`src/rtl/ifd_pkg.sv`:
```
package ifd_pkg;
  localparam int WORD_W   = 14;
  localparam int OPC_W    = 6;
  localparam int FILE_W   = 7;
  localparam int BITSEL_W = 3;
  localparam int IMM_W    = 11;

  typedef enum logic [2:0] {
    FMT_NOP  = 3'd0,
    FMT_BYTE = 3'd1,
    FMT_BIT  = 3'd2,
    FMT_LIT  = 3'd3,
    FMT_JUMP = 3'd4
  } fmt_e;

  typedef struct packed {
    fmt_e                fmt;
    logic [OPC_W-1:0]    opc;
    logic [FILE_W-1:0]   file;
    logic [BITSEL_W-1:0] bsel;
    logic [IMM_W-1:0]    imm;
    logic                dest_file;
  } dec_t;

  function automatic dec_t empty_slot();
    dec_t d;
    d = '0;
    return d;
  endfunction

  // Format is picked by the top two bits; each format slices its own fields.
  function automatic dec_t decode_word(logic [WORD_W-1:0] w);
    dec_t d;
    d = '0;
    case (w[13:12])
      2'b00: begin
        d.fmt       = FMT_BYTE;
        d.opc       = w[13:8];
        d.dest_file = w[7];
        d.file      = w[6:0];
      end
      2'b01: begin
        d.fmt       = FMT_BIT;
        d.opc       = {2'b00, w[13:10]};
        d.bsel      = w[9:7];
        d.file      = w[6:0];
        d.dest_file = 1'b1;
      end
      2'b10: begin
        d.fmt = FMT_JUMP;
        d.opc = {3'b000, w[13:11]};
        d.imm = w[10:0];
      end
      default: begin
        d.fmt = FMT_LIT;
        d.opc = w[13:8];
        d.imm = {3'b000, w[7:0]};
      end
    endcase
    return d;
  endfunction
endpackage

```
`src/rtl/ifd_phase_seq.sv`:
```
module ifd_phase_seq #(
  parameter int PHASES = 4,
  localparam int PH_W = $clog2(PHASES)
) (
  input  logic            clk,
  input  logic            rst,
  output logic [PH_W-1:0] phase,
  output logic            cycle_end
);
  localparam logic [PH_W-1:0] LAST = PH_W'(PHASES - 1);

  always_ff @(posedge clk) begin
    if (rst)                phase <= '0;
    else if (phase == LAST) phase <= '0;
    else                    phase <= phase + 1'b1;
  end

  assign cycle_end = (phase == LAST);

  AST_PHASE_STEP: assert property (@(posedge clk) disable iff (rst)
    (phase != LAST) |=> (phase == PH_W'($past(phase) + 1'b1)));
  AST_PHASE_WRAP: assert property (@(posedge clk) disable iff (rst)
    cycle_end |=> (phase == '0));
endmodule

```
`src/rtl/ifd_field_decode.sv`:
```
module ifd_field_decode
  import ifd_pkg::*;
(
  input  logic [WORD_W-1:0] word,
  output dec_t              dec
);
  always_comb dec = decode_word(word);

  always_comb begin
    AST_WRITEBACK_SRC: assert (dec.dest_file == 1'b0 || dec.fmt == FMT_BYTE || dec.fmt == FMT_BIT);
  end
endmodule

```
`src/rtl/ifd_issue_reg.sv`:
```
module ifd_issue_reg
  import ifd_pkg::*;
(
  input  logic clk,
  input  logic rst,
  input  logic cycle_end,
  input  logic redirect,
  input  dec_t dec_in,
  output dec_t dec_q,
  output logic flush_q
);
  // A redirect arms the empty slot, but never while a slot is already empty.
  logic take_redirect;
  assign take_redirect = cycle_end && redirect && !flush_q;

  always_ff @(posedge clk) begin
    if (rst) begin
      dec_q   <= empty_slot();
      flush_q <= 1'b0;
    end else if (cycle_end) begin
      dec_q   <= take_redirect ? empty_slot() : dec_in;
      flush_q <= take_redirect;
    end
  end

  AST_FLUSH_ARMS: assert property (@(posedge clk) disable iff (rst)
    (cycle_end && redirect && !flush_q) |=> (flush_q && dec_q.fmt == FMT_NOP));
  AST_FLUSH_SINGLE: assert property (@(posedge clk) disable iff (rst)
    (cycle_end && flush_q) |=> !flush_q);
  AST_HOLD_MIDCYCLE: assert property (@(posedge clk) disable iff (rst)
    !cycle_end |=> ($stable(dec_q) && $stable(flush_q)));
  AST_FLUSH_EMPTY: assert property (@(posedge clk) disable iff (rst)
    flush_q |-> (dec_q == '0));
endmodule

```
`src/rtl/insn_front.sv`:
```
module insn_front
  import ifd_pkg::*;
#(
  parameter int PHASES = 4,
  localparam int PH_W = $clog2(PHASES)
) (
  input  logic                clk,
  input  logic                rst,
  input  logic [WORD_W-1:0]   insn_word,
  input  logic                redirect,
  output logic [PH_W-1:0]     phase,
  output logic [2:0]          fmt,
  output logic [OPC_W-1:0]    opcode,
  output logic [FILE_W-1:0]   file_addr,
  output logic [BITSEL_W-1:0] bit_sel,
  output logic [IMM_W-1:0]    imm,
  output logic                dest_file,
  output logic                flush
);
  logic cycle_end;
  dec_t dec_next;
  dec_t dec_q;

  ifd_phase_seq #(.PHASES(PHASES)) i_seq (
    .clk(clk), .rst(rst), .phase(phase), .cycle_end(cycle_end)
  );

  ifd_field_decode i_dec (.word(insn_word), .dec(dec_next));

  ifd_issue_reg i_issue (
    .clk(clk), .rst(rst), .cycle_end(cycle_end), .redirect(redirect),
    .dec_in(dec_next), .dec_q(dec_q), .flush_q(flush)
  );

  assign fmt       = dec_q.fmt;
  assign opcode    = dec_q.opc;
  assign file_addr = dec_q.file;
  assign bit_sel   = dec_q.bsel;
  assign imm       = dec_q.imm;
  assign dest_file = dec_q.dest_file;

  AST_RESET_STATE: assert property (@(posedge clk)
    rst |=> (phase == '0 && !flush && fmt == 3'd0));
endmodule

```
`config.mk`:
```
export PLATFORM = sky130hd
export DESIGN_NAME = insn_front
export DESIGN_NICKNAME = d
export VERILOG_FILES = /design/src/rtl/ifd_pkg.sv /design/src/rtl/ifd_phase_seq.sv /design/src/rtl/ifd_field_decode.sv /design/src/rtl/ifd_issue_reg.sv /design/src/rtl/insn_front.sv
export SDC_FILE = /design/constraint.sdc
export NUM_CORES = 1
export LEC_CHECK = 0
export BUFFER_PORTS_ARGS = -buffer_cell sky130_fd_sc_hd__buf_2
export CAP_MARGIN = 0
export CORE_MARGIN = 2
export CORE_UTILIZATION = 50
export DETAILED_ROUTE_END_ITERATION = 10
export PLACE_DENSITY = 0.82
export SLEW_MARGIN = 5
export SYNTH_ARGS = -nofsm -noshare
export SYNTH_HDL_FRONTEND = slang
export SYNTH_SLANG_ARGS = --single-unit
export TNS_END_PERCENT = 1
```
`constraint.sdc`:
```
create_clock -name clk -period 3.7 [get_ports clk]
set_input_delay 0.555 -clock clk [delete_from_list [all_inputs] [get_ports clk]]
set_output_delay 0.555 -clock clk [all_outputs]
set_load 0.02 [all_outputs]
```
# After elaboration in Yosys (flattened, before gate mapping)

Cells that the tools add are included.

Register bits: 34
Output and inout bits: 34
Input bits: 17
Logic and storage cells: 24

Muxes and demuxes: 6
Reduce and logical (&&, ||, !) cells: 6
Equal/unequal tests: 3
$add $sub $neg: 1

Operator list:

| cell                                           | number |
|---|---|
| two-way mux 31 bit                             | 1 |
| case mux 9 bit (3 select lines)                | 1 |
| case mux 11 bit (2 select lines)               | 1 |
| two-way mux 7 bit                              | 1 |
| == test 2 bit (second input constant)          | 2 |
| OR reduction 2 bit                             | 2 |
| two-way mux 3 bit                              | 1 |
| adder 2 x 1 -> 2 bit (second input constant)   | 1 |
| == test 2 x 1 -> 1 bit (second input constant) | 1 |
| logical AND 1 bit                              | 2 |
| zero test 2 bit                                | 1 |
| case mux 1 bit (2 select lines)                | 1 |
| zero test 1 bit                                | 1 |

# Depth between registers and ports, before layout

Depth in word-level cells: 4
Mapped depth: 6
Depth with buffers taken out: 5

# Hierarchy

A second synthesis with hierarchy kept.

Cell total of the unflattened synthesis: 193
Area total of the unflattened synthesis: 1,993.2 sq um

By module, submodules not included:

| module           | cells an instance | seq. area each (sq um) | times used | area each (sq um) |
|---|---|---|---|---|
| ifd_issue_reg    | 142               | 640.6                  | 1          | 1,576.5 |
| ifd_field_decode | 46                | 0.0                    | 1          | 341.6 |
| ifd_phase_seq    | 5                 | 40.0                   | 1          | 75.1 |

# Worst setup path after synthesis

Ideal clock, no wire load.

Path type: input -> register
Start point: in insn_word[13]
End point: reg i_issue.dec_q[0] (netlist name)
Path buffers: 1
Data required time: 3,583 ps
Setup slack: 2,161 ps
Cell stages on the path: 5
Arrival: 1,422 ps
Library setup time: 117 ps
Cell sequence: inv_1 ha_1 buf_4 or2_2 a32o_1

Longest elaborated chain between the ends: 3
Elaborated cells on any way between the ends: 4
Those cells by class: eq/ne (1); mux (2); reduce/logical (1)

Ends and longest elaborated chain:

| element                                                          | RTL line            | RTL |
|---|---|---|
| from (decl)                                                      | insn_front.sv:9     | `input logic [WORD_W-1:0] insn_word,` |
| == test 2 x 1 -> 1 bit / zero test 2 bit (equally long branches) | ifd_pkg.sv:35       | `case (w[13:12])` |
| case mux 1 bit (2 select lines) *                                | ifd_pkg.sv:35       |  |
| two-way mux 31 bit *                                             | ifd_issue_reg.sv:21 | `dec_q <= take_redirect ? empty_slot() : dec_in;` |

Every way passes the cells marked *; elsewhere a longest branch is shown, timed or not.
A chain may end at the register's enable or synchronous reset.

# Worst setup path after layout

Start point: reg i_seq.phase[0]
End point: reg i_issue.dec_q[29] (netlist name)

Longest elaborated chain between the ends: 4

Ends and longest elaborated chain:

| element                         | RTL line            | RTL |
|---|---|---|
| from (decl)                     | ifd_phase_seq.sv:7  | `output logic [PH_W-1:0] phase,` |
| from (signal assigned)          | ifd_phase_seq.sv:15 | `else phase <= phase + 1'b1;` |
| == test 2 bit *                 | ifd_phase_seq.sv:18 | `assign cycle_end = (phase == LAST);` |
| logical AND 1 bit (2 in series) | ifd_issue_reg.sv:14 | `assign take_redirect = cycle_end && redirect && !flush_q;` |
| two-way mux 31 bit              | ifd_issue_reg.sv:21 |  |

Marks and branches as above.

==> qor.tcl <==
set qor(status) {finished, final reports clean}
set qor(crit_path_start_kind) {register}
set qor(drtPass1Iterations) 6
set qor(diodes) 0
set qor(slew_viol_final) 0
set qor(final.min_clock_period_ns) 1.89
set qor(final.period_utilization_pct) 51.1
set qor(syn_nets) 129
set qor(synth.avg_cell_area_um2) 12.0
set qor(slew_headroom_pct) 22.1
set qor(cts.repair_timing.setup_buffer_count) 0
set qor(route.met3.wl_um) 213
set qor(io_pins) 51
set qor(grt_first_pass_wirelength_mm) 4.08
set qor(tightest_slew_ns) 1.17
set qor(cts-root-to-sink-buffers) 2
set qor(post_drt_wl_per_cell_um) 15.1
set qor(routedLengthMet1_mm) 1.16
set qor(overall_die_width_um) 54.4
set qor(route.vias.total) 1052
set qor(cts_hold_buffers) 0
set qor(final.setup.tns_ns) 0
set qor(grt-ovfl-total) 0
set qor(setup.worst_path.end_class) {register}
set qor(dpl.hpwl_mm) 1.98
set qor(drive_gt1_share_pct) 40.6
set qor(ant_nets) 0
set qor(final_hold_fails) 0
set qor(worstHoldPathType) {reg -> reg}
set qor(detailed_routed_wire_length_on_met2_mm) 1.38
set qor(drc) 0
set qor(rsz_0062_raised_after_global_routing) {no}
set qor(io_buffers) 50
set qor(clock-skew-final_ns) 0.00530
set qor(utilization_pct) 63.2
set qor(first_global_vias) 916
set qor(yosysWarnings) 0
set qor(fp-row-count) 18
set qor(timing.fmax_mhz) 529
set qor(ys_seq_area_share_pct) 52.1
set qor(synth_cell_types) 22
set qor(start_util_pct) 52.1
set qor(critical_path_required_ns) 3.97
set qor(syn_area_um2) 1270
set qor(design.final.nets) 177
set qor(detailedRoute.firstIterationViolations) 33
set qor(layout.cells.non_filler) 185
set qor(power.static_leakage_uw) 0.000740
set qor(seqCellArea_um2) 661
set qor(grt_antenna_before_repair) 0
set qor(setup_viol_count_final) 0
set qor(timing.critical_path.arrival_ns) 2.16
set qor(post_cts_resized) 0
set qor(clk_pin_slew_ns) 0.09
set qor(multi_input_area_um2) 527
set qor(clock-root-buffer) {sky130_fd_sc_hd__clkbuf_4}
set qor(dpl_cell_area_um2) 1490
set qor(gpl.final_weighted_congestion) 0.688
set qor(cts_tree) {yes}
set qor(htree_num_levels) 2
set qor(placed_cells) 177
set qor(drt-vias-per-instance) 5.69
set qor(die_ht_um) 54.4
set qor(drt-total-wl_mm) 2.80
set qor(final_cell_area_um2) 1540
set qor(detailedPlace.worstSlack_ns) 1.73
set qor(routed.top_layer) {met4}
set qor(grt_max_degree) 32
set qor(synthesis.instances) 106
set qor(global_route.usage.total_pct) 20.1
set qor(postSynthRegisterBits) 33
set qor(clk_latency_ns) 0.33
set qor(area_delta_synth_final_pct) 21.3
set qor(clkSinkCount) 33
set qor(setup_slack_ns) 1.81
set qor(power_density_nw_per_um2) 409
set qor(worst-path-max-fanout) 31
set qor(inserted_clock_buffers) 5
set qor(placeable_core_area_um2) 2430
set qor(design.die.area_um2) 2950
set qor(max-vdd-ir-drop_v) 0.000283
set qor(cap_viol_max_count) 0
set qor(n_fill_cell) 217
set qor(worst-setup-path-type) {reg -> reg}
worst max-delay path, cell delays in order (launching register included):
cell and delay [ns]:
sky130_fd_sc_hd__dfxtp_1 0.35, sky130_fd_sc_hd__ha_1 0.28, sky130_fd_sc_hd__nor2_2 0.92, sky130_fd_sc_hd__a22o_1 0.28
per-stage QoR:
step	total power (uW)	hold WS (ns)
after CTS	635	0.459
final	629	0.472
after detailed placement	448	0.448
after global placement	445	0.442
after global routing	657	0.457
after floorplan	423	0.559
synthesized netlist by cell type (all sizes together):
cell type / n / area share (%)
a22o: 8 / 5.5
a22oi: 2 / 1.2
a32o: 22 / 17
and2: 1 / 0.49
buf: 8 / 5.3
clkbuf: 1 / 0.30
dfxtp: 33 / 52
ha: 6 / 5.9
inv: 3 / 0.89
mux2i: 1 / 0.79
nand2: 1 / 0.30
nand3b: 1 / 0.59
nor2: 6 / 1.8
nor2b: 2 / 1.8
nor3: 1 / 0.39
nor3b: 1 / 1.5
o21ai: 7 / 2.8
or2: 2 / 0.99
where the power goes:
part           switching [uW]  internal [uW]
clock                     116           72.2
sequential               4.66            362
combinational            47.5           26.6
total                     168            461
layout by cell type (no fill, tap or decap), drive strengths merged:
cell type and count:
a22o 8, a22oi 2, a32o 22, and2 1
buf 50, clkbuf 6, clkinv 2, dfxtp 33
ha 6, inv 3, mux2i 1, nand2 1
nand3b 1, nor2 6, nor2b 2, nor3 1
nor3b 1, o21ai 7, or2 2
flip-flops by register name, summed over array words and instances (netlist names):
signal,cells
i_issue.dec_q,30
i_issue.flush_q,1
i_seq.phase,2
routing by layer:
layer / GRT usage (%) / vias to the layer above
met5: 0 / -
met4: 7.50 / 0
met3: 8.20 / 6
met2: 33.3 / 44
met1: 23.0 / 498
li1: - / 504
kinds of logic after synthesis:
group	share of synthesized area, %
AND/OR/NAND/NOR	7.80
adder cells (fa/ha/maj)	5.92
AO/OA/AOI/OAI	26.9
flip-flops	52.1
multiplexers	0.790
buffers and inverters	6.51
final cells by class:
class | instances | area share [%]
inverter | 3 | 0.732
timing repair buffer | 50 | 16.3
clock inverter | 2 | 0.651
sequential | 33 | 43.0
tap | 30 | 2.44
clock buffer | 6 | 2.69
multi-input combinational | 61 | 34.3
final timing paths:
| check | from | cells past startpoint | endpoint | slack, ns |
|---|---|---|---|---|
| max | i_seq.phase[0] | 3 | i_issue.dec_q[29] | 1.81 |
| min | i_issue.dec_q[20] | 1 | i_issue.dec_q[20] | 0.47 |
| max reg2reg | i_seq.phase[0] | 3 | i_issue.dec_q[29] | 1.81 |
| min reg2reg | i_issue.dec_q[20] | 1 | i_issue.dec_q[20] | 0.47 |
(Power assumes the default switching activity.)
